## src/rtl/lsagu_pkg.sv

```systemverilog
package lsagu_pkg;

    // Access size code on size_i
    typedef enum logic [1:0] {
        ACC_WORD   = 2'b00,
        ACC_UBYTE  = 2'b01,
        ACC_UHALF  = 2'b10,
        ACC_SIGNED = 2'b11
    } acc_e;

    // Transfer control field, bit 4 down to bit 0
    typedef struct packed {
        logic pre;    // 1: offset applied before access
        logic up;     // 1: add offset, 0: subtract
        logic sel;    // half/signed: 1 selects split immediate
        logic wbk;    // pre-index writeback
        logic load;   // 1: load, 0: store
    } xfer_ctl_t;

    // Resolved access width
    typedef enum logic [1:0] {
        WID_BYTE = 2'b00,
        WID_HALF = 2'b01,
        WID_WORD = 2'b10
    } wid_e;

    function automatic wid_e width_of(acc_e acc, logic sgn_half);
        case (acc)
            ACC_WORD:   return WID_WORD;
            ACC_UBYTE:  return WID_BYTE;
            ACC_UHALF:  return WID_HALF;
            default:    return sgn_half ? WID_HALF : WID_BYTE;
        endcase
    endfunction

    function automatic logic uses_split_imm(acc_e acc);
        return (acc == ACC_UHALF) || (acc == ACC_SIGNED);
    endfunction

endpackage

```

## src/rtl/lsagu_addr.sv

```systemverilog
module lsagu_addr
    import lsagu_pkg::*;
#(
    parameter int AW = 32,
    parameter int NW = 4
) (
    input  logic [AW-1:0]   base_i,
    input  logic [AW-1:0]   reg_off_i,
    input  logic [NW-1:0]   imm_hi_i,
    input  logic [NW-1:0]   imm_lo_i,
    input  xfer_ctl_t       ctl_i,
    input  acc_e            acc_i,
    output logic [AW-1:0]   addr_o,
    output logic [AW-1:0]   wb_val_o,
    output logic            wb_en_o
);
    localparam int IW = 2 * NW;

    logic [AW-1:0] off;
    logic [AW-1:0] disp;
    logic [AW-1:0] sum;
    logic          split;

    always_comb begin
        split = uses_split_imm(acc_i) && ctl_i.sel;
        off   = split ? {{(AW-IW){1'b0}}, imm_hi_i, imm_lo_i} : reg_off_i;
        disp  = ctl_i.up ? off : (~off + {{(AW-1){1'b0}}, 1'b1});
        sum   = base_i + disp;
    end

    assign addr_o   = ctl_i.pre ? sum : base_i;
    assign wb_val_o = sum;
    assign wb_en_o  = ~ctl_i.pre | ctl_i.wbk;

    always_comb begin

        post_index_chk: assert (ctl_i.pre || (wb_en_o && addr_o == base_i))
            else $error("post-index address or writeback enable wrong");

        pre_no_wb_chk: assert (!(ctl_i.pre && !ctl_i.wbk) || !wb_en_o)
            else $error("pre-index without writeback enabled writeback");

        pre_wb_chk: assert (!(ctl_i.pre && ctl_i.wbk) || (wb_en_o && addr_o == wb_val_o))
            else $error("pre-index writeback mismatch");

        up_down_chk: assert (split ||
                             (ctl_i.up  && (wb_val_o - base_i) == reg_off_i) ||
                             (!ctl_i.up && (base_i - wb_val_o) == reg_off_i))
            else $error("offset direction wrong");
    end

endmodule

```

## src/rtl/lsagu_lane.sv

```systemverilog
module lsagu_lane
    import lsagu_pkg::*;
#(
    parameter int DW = 32
) (
    input  logic [$clog2(DW/8)-1:0] lane_i,
    input  acc_e                    acc_i,
    input  logic                    sgn_half_i,
    input  logic                    load_i,
    input  logic [DW-1:0]           ld_raw_i,
    input  logic [DW-1:0]           st_raw_i,
    output logic [DW/8-1:0]         be_o,
    output logic [DW-1:0]           ld_data_o,
    output logic [DW-1:0]           st_data_o
);
    localparam int NB = DW / 8;
    localparam int LW = $clog2(NB);

    wid_e           wid;
    logic           sext;
    logic [LW-1:0]  lane_eff;
    logic [DW-1:0]  shifted;

    always_comb begin
        wid  = width_of(acc_i, sgn_half_i);
        sext = (acc_i == ACC_SIGNED);
        case (wid)
            WID_BYTE: lane_eff = lane_i;
            WID_HALF: lane_eff = {lane_i[LW-1:1], 1'b0};
            default:  lane_eff = '0;
        endcase
        shifted = ld_raw_i >> {lane_eff, 3'b000};
    end

    for (genvar g = 0; g < NB; g++) begin : g_be
        always_comb begin
            case (wid)
                WID_BYTE: be_o[g] = (lane_i == LW'(g));
                WID_HALF: be_o[g] = (lane_i[LW-1:1] == (LW-1)'(g / 2));
                default:  be_o[g] = 1'b1;
            endcase
        end
    end

    always_comb begin
        case (wid)
            WID_BYTE: ld_data_o = {{(DW-8){sext & shifted[7]}}, shifted[7:0]};
            WID_HALF: ld_data_o = {{(DW-16){sext & shifted[15]}}, shifted[15:0]};
            default:  ld_data_o = ld_raw_i;
        endcase
        if (load_i) begin
            st_data_o = '0;
        end else begin
            case (wid)
                WID_BYTE: st_data_o = {{(DW-8){1'b0}}, st_raw_i[7:0]};
                WID_HALF: st_data_o = {{(DW-16){1'b0}}, st_raw_i[15:0]};
                default:  st_data_o = st_raw_i;
            endcase
        end
    end

    always_comb begin

        lane_count_chk: assert ((wid == WID_BYTE && $countones(be_o) == 1) ||
                                (wid == WID_HALF && $countones(be_o) == 2) ||
                                (wid == WID_WORD && $countones(be_o) == NB))
            else $error("byte enable count wrong");

        sign_fill_chk: assert (!(sext && wid == WID_BYTE) ||
                               ld_data_o[DW-1:8] == {(DW-8){ld_data_o[7]}})
            else $error("signed byte fill wrong");

        zero_fill_chk: assert (!(acc_i == ACC_UHALF) || ld_data_o[DW-1:16] == '0)
            else $error("unsigned half fill wrong");

        store_mask_chk: assert (wid == WID_WORD || st_data_o[DW-1:16] == '0)
            else $error("store data not masked");
    end

endmodule

```

## src/rtl/lsagu_top.sv

```systemverilog
module lsagu_top
    import lsagu_pkg::*;
#(
    parameter int DW = 32,
    parameter int NW = 4
) (
    input  logic [DW-1:0]   base_i,
    input  logic [DW-1:0]   reg_off_i,
    input  logic [NW-1:0]   imm_hi_i,
    input  logic [NW-1:0]   imm_lo_i,
    input  logic [4:0]      ctrl_i,
    input  logic [1:0]      size_i,
    input  logic            sgn_half_i,
    input  logic [DW-1:0]   ld_raw_i,
    input  logic [DW-1:0]   st_raw_i,
    output logic [DW-1:0]   addr_o,
    output logic [DW-1:0]   wb_val_o,
    output logic            wb_en_o,
    output logic [DW/8-1:0] be_o,
    output logic [DW-1:0]   ld_data_o,
    output logic [DW-1:0]   st_data_o
);
    localparam int LW = $clog2(DW / 8);

    xfer_ctl_t ctl;
    acc_e      acc;

    assign ctl = xfer_ctl_t'(ctrl_i);
    assign acc = acc_e'(size_i);

    lsagu_addr #(.AW(DW), .NW(NW)) u_addr (
        .base_i    (base_i),
        .reg_off_i (reg_off_i),
        .imm_hi_i  (imm_hi_i),
        .imm_lo_i  (imm_lo_i),
        .ctl_i     (ctl),
        .acc_i     (acc),
        .addr_o    (addr_o),
        .wb_val_o  (wb_val_o),
        .wb_en_o   (wb_en_o)
    );

    lsagu_lane #(.DW(DW)) u_lane (
        .lane_i     (addr_o[LW-1:0]),
        .acc_i      (acc),
        .sgn_half_i (sgn_half_i),
        .load_i     (ctl.load),
        .ld_raw_i   (ld_raw_i),
        .st_raw_i   (st_raw_i),
        .be_o       (be_o),
        .ld_data_o  (ld_data_o),
        .st_data_o  (st_data_o)
    );

endmodule

```

## config.mk

```make
export PLATFORM = sky130hd
export DESIGN_NAME = lsagu_top
export DESIGN_NICKNAME = d
export VERILOG_FILES = /design/src/rtl/lsagu_pkg.sv /design/src/rtl/lsagu_addr.sv /design/src/rtl/lsagu_lane.sv /design/src/rtl/lsagu_top.sv
export SDC_FILE = /design/constraint.sdc
export NUM_CORES = 1
export LEC_CHECK = 0
export ABC_CLOCK_PERIOD_IN_PS = 9090
export BUFFER_PORTS_ARGS = -buffer_cell sky130_fd_sc_hd__buf_2
export CAP_MARGIN = 20
export CORE_MARGIN = 3
export CORE_UTILIZATION = 36
export DETAILED_ROUTE_END_ITERATION = 12
export PLACE_DENSITY = 0.7
export SYNTH_ARGS = -nofsm -noshare
export SYNTH_HDL_FRONTEND = slang
export SYNTH_SLANG_ARGS = --single-unit
```

## constraint.sdc

```tcl
create_clock -name vclk -period 9.09
set_input_delay 0.909 -clock vclk [all_inputs]
set_output_delay 0.909 -clock vclk [all_outputs]
set_load 0.05 [all_outputs]
```

==> impl_metrics.env <==
export IMPL_status="finished, final reports clean"
export IMPL_fin_crit_ps=6655
export IMPL_grt_pass1_wl_um=26860
export IMPL_ys_seq_area_frac=0
export IMPL_drc=0
export IMPL_hold_path_class="in -> out"
export IMPL_dieHeight_um=116.0
export IMPL_grt_pass1_vias=5205
export IMPL_utilization=0.5008
export IMPL_grt_max_degree=42
export IMPL_final_setup_tns_ps=0
export IMPL_cp_required_ps=8180
export IMPL_core_um2=11610
export IMPL_ant_nets=0
export IMPL_ys_warn_count=0
export IMPL_chipWidth_um=116.0
export IMPL_startpoint_type="input port"
export IMPL_post_route_cells_drive_above_1_share=0.3759
export IMPL_fin_nets=1062
export IMPL_via_per_inst=5.682
export IMPL_area_delta_synth_final_pct=33.56
export IMPL_synth_cell_type_count=78
export IMPL_syn_cell_area_um2=4354
export IMPL_leakage_nw=2.959
export IMPL_wl_per_cell_um=17.30
export IMPL_final_setup_worst_slack_ps=2435
export IMPL_num_vias=5807
export IMPL_crit_fanout=36
export IMPL_yosysTopAreaCellShare=0.1063
export IMPL_grt_ovfl_total=0
export IMPL_initial_core_util=0.3749
export IMPL_yosysMostFrequentCell="a21oi_1"
export IMPL_relSlewSlack=0.4048
export IMPL_grtUsageTotal=0.2431
export IMPL_antenna_found_initial=0
export IMPL_mappedNetlistNets=811
export IMPL_final_period_utilization=0.7321
export IMPL_nClkBuffers=0
export IMPL_fp_dieArea_um2=13450
export IMPL_finalHoldViolCount=0
export IMPL_ir_drop_mv=0.07472
export IMPL_path_class="in -> out"
export IMPL_rsz0062_at_grt="no"
export IMPL_preCtsSetupSlack_ps=2458
export IMPL_synth_common_cells="a21oi_1, nor2_1, nand2_1"
export IMPL_tightest_slew_ps=889.6
export IMPL_ctsResizeCount=0
export IMPL_cp_end_kind="primary output"
export IMPL_cts_setup_buffers=0
export IMPL_postSynthAreaPerCell_um2=6.922
export IMPL_rows=39
export IMPL_synth_top_area_cell="ha_1"
export IMPL_syn_inst=629
export IMPL_gp_congestion=0.9388
export IMPL_arrival_ps=5750
export IMPL_placement_io_buffers=277
export IMPL_design_seq_count=0
export IMPL_drt_pass1_iter_count=5
export IMPL_hpwlAfterDp_um=15260
export IMPL_fmax_mhz=150.3
export IMPL_routed_wl_um=17680
export IMPL_drv_slew=0
export IMPL_setup_viol=0
export IMPL_cts_hold_buf=0
export IMPL_p_per_area_nw_per_um2=156.9
export IMPL_register_area_um2=0
export IMPL_io_pins=277
export IMPL_power_mw=0.9124
export IMPL_synth_area_leaders="ha_1, mux2_2, a21oi_1, xnor2_1, a21o_1"
export IMPL_drt_iter0_markers=457
export IMPL_cap_violations=0
## layer usage
| layer | global-route usage | vias to the layer above | share of wire |
|---|---|---|---|
| li1 | - | 2890 | - |
| met1 | 0.3119 | 2635 | 0.41 |
| met2 | 0.4246 | 250 | 0.48 |
| met3 | 0.03446 | 32 | 0.077 |
| met4 | 0.06651 | 0 | 0.029 |
| met5 | 0 | - | 0 |
## layout by cell type, fill, tap and decap left out, types with 10 or more instances in the layout
| master | count |
|---|---|
| buf_2 | 277 |
| a21oi_1 | 57 |
| nor2_1 | 53 |
| nand2_1 | 51 |
| ha_1 | 37 |
| a21o_1 | 32 |
| mux2_2 | 32 |
| xnor2_1 | 31 |
| and2_1 | 29 |
| nor3_1 | 20 |
| o21ai_0 | 20 |
| inv_1 | 19 |
| xor2_1 | 14 |
| and3_1 | 12 |
| o21ai_1 | 12 |
| a31oi_1 | 11 |
| nor2b_1 | 11 |
| o211ai_1 | 10 |
## critical path, stage by stage
cell	delay, ps
buf_2	290
nand2_2	480
o31ai_1	650
nand4_4	330
a21oi_2	460
nor2_1	140
ha_1	360
a211oi_1	260
o31ai_1	130
a221o_1	340
a2111o_1	360
a311oi_1	290
xnor2_1	210
nand2_1	110
xnor2_1	150
buf_2	280
## final timing paths
path | startpoint | to | depth (start not counted)
worst min-delay path | base_i[31] | wb_val_o[31] | 3
worst max-delay path | size_i[1] | addr_o[31] | 16
## stage by stage
| step | area (µm²) | hold slack [ps] | instances |
|---|---|---|---|
| after floorplan | 4354 | 1990 | 629 |
| after global placement | 5806 | 2180 | 1020 |
| after detailed placement | 5806 | 2185 | 1020 |
| after CTS | 5806 | 2185 | 1020 |
| after global routing | 5813 | 2201 | 1021 |
| final | 5816 | 2182 | 1022 |
## layout make-up
| cell class | count | area [µm²] |
|---|---|---|
| well taps | 143 | 178.9 |
| repair buffers | 281 | 1416 |
| multi-input cells | 578 | 4146 |
| fillers | 1260 | 5798 |
| inverters | 19 | 71.32 |
| diodes | 1 | 2.502 |
## kinds of logic after synthesis
group / after synthesis / share of synthesized area
fa+ha+maj: 38 / 0.1109
simple gates: 229 / 0.2741
compound gates: 226 / 0.3713
mux: 39 / 0.1017
xor+xnor: 46 / 0.09425
buf+inv: 51 / 0.04770
## power breakdown
part,switching [mW],leakage [nW],internal (mW),total [mW]
combinational,0.659,2.96,0.253,0.912
clock,0,0.00000634,0.0000000148,0.0000000148
sequential,0,0,0,0
Note: power is estimated with default switching activity, not from simulation.
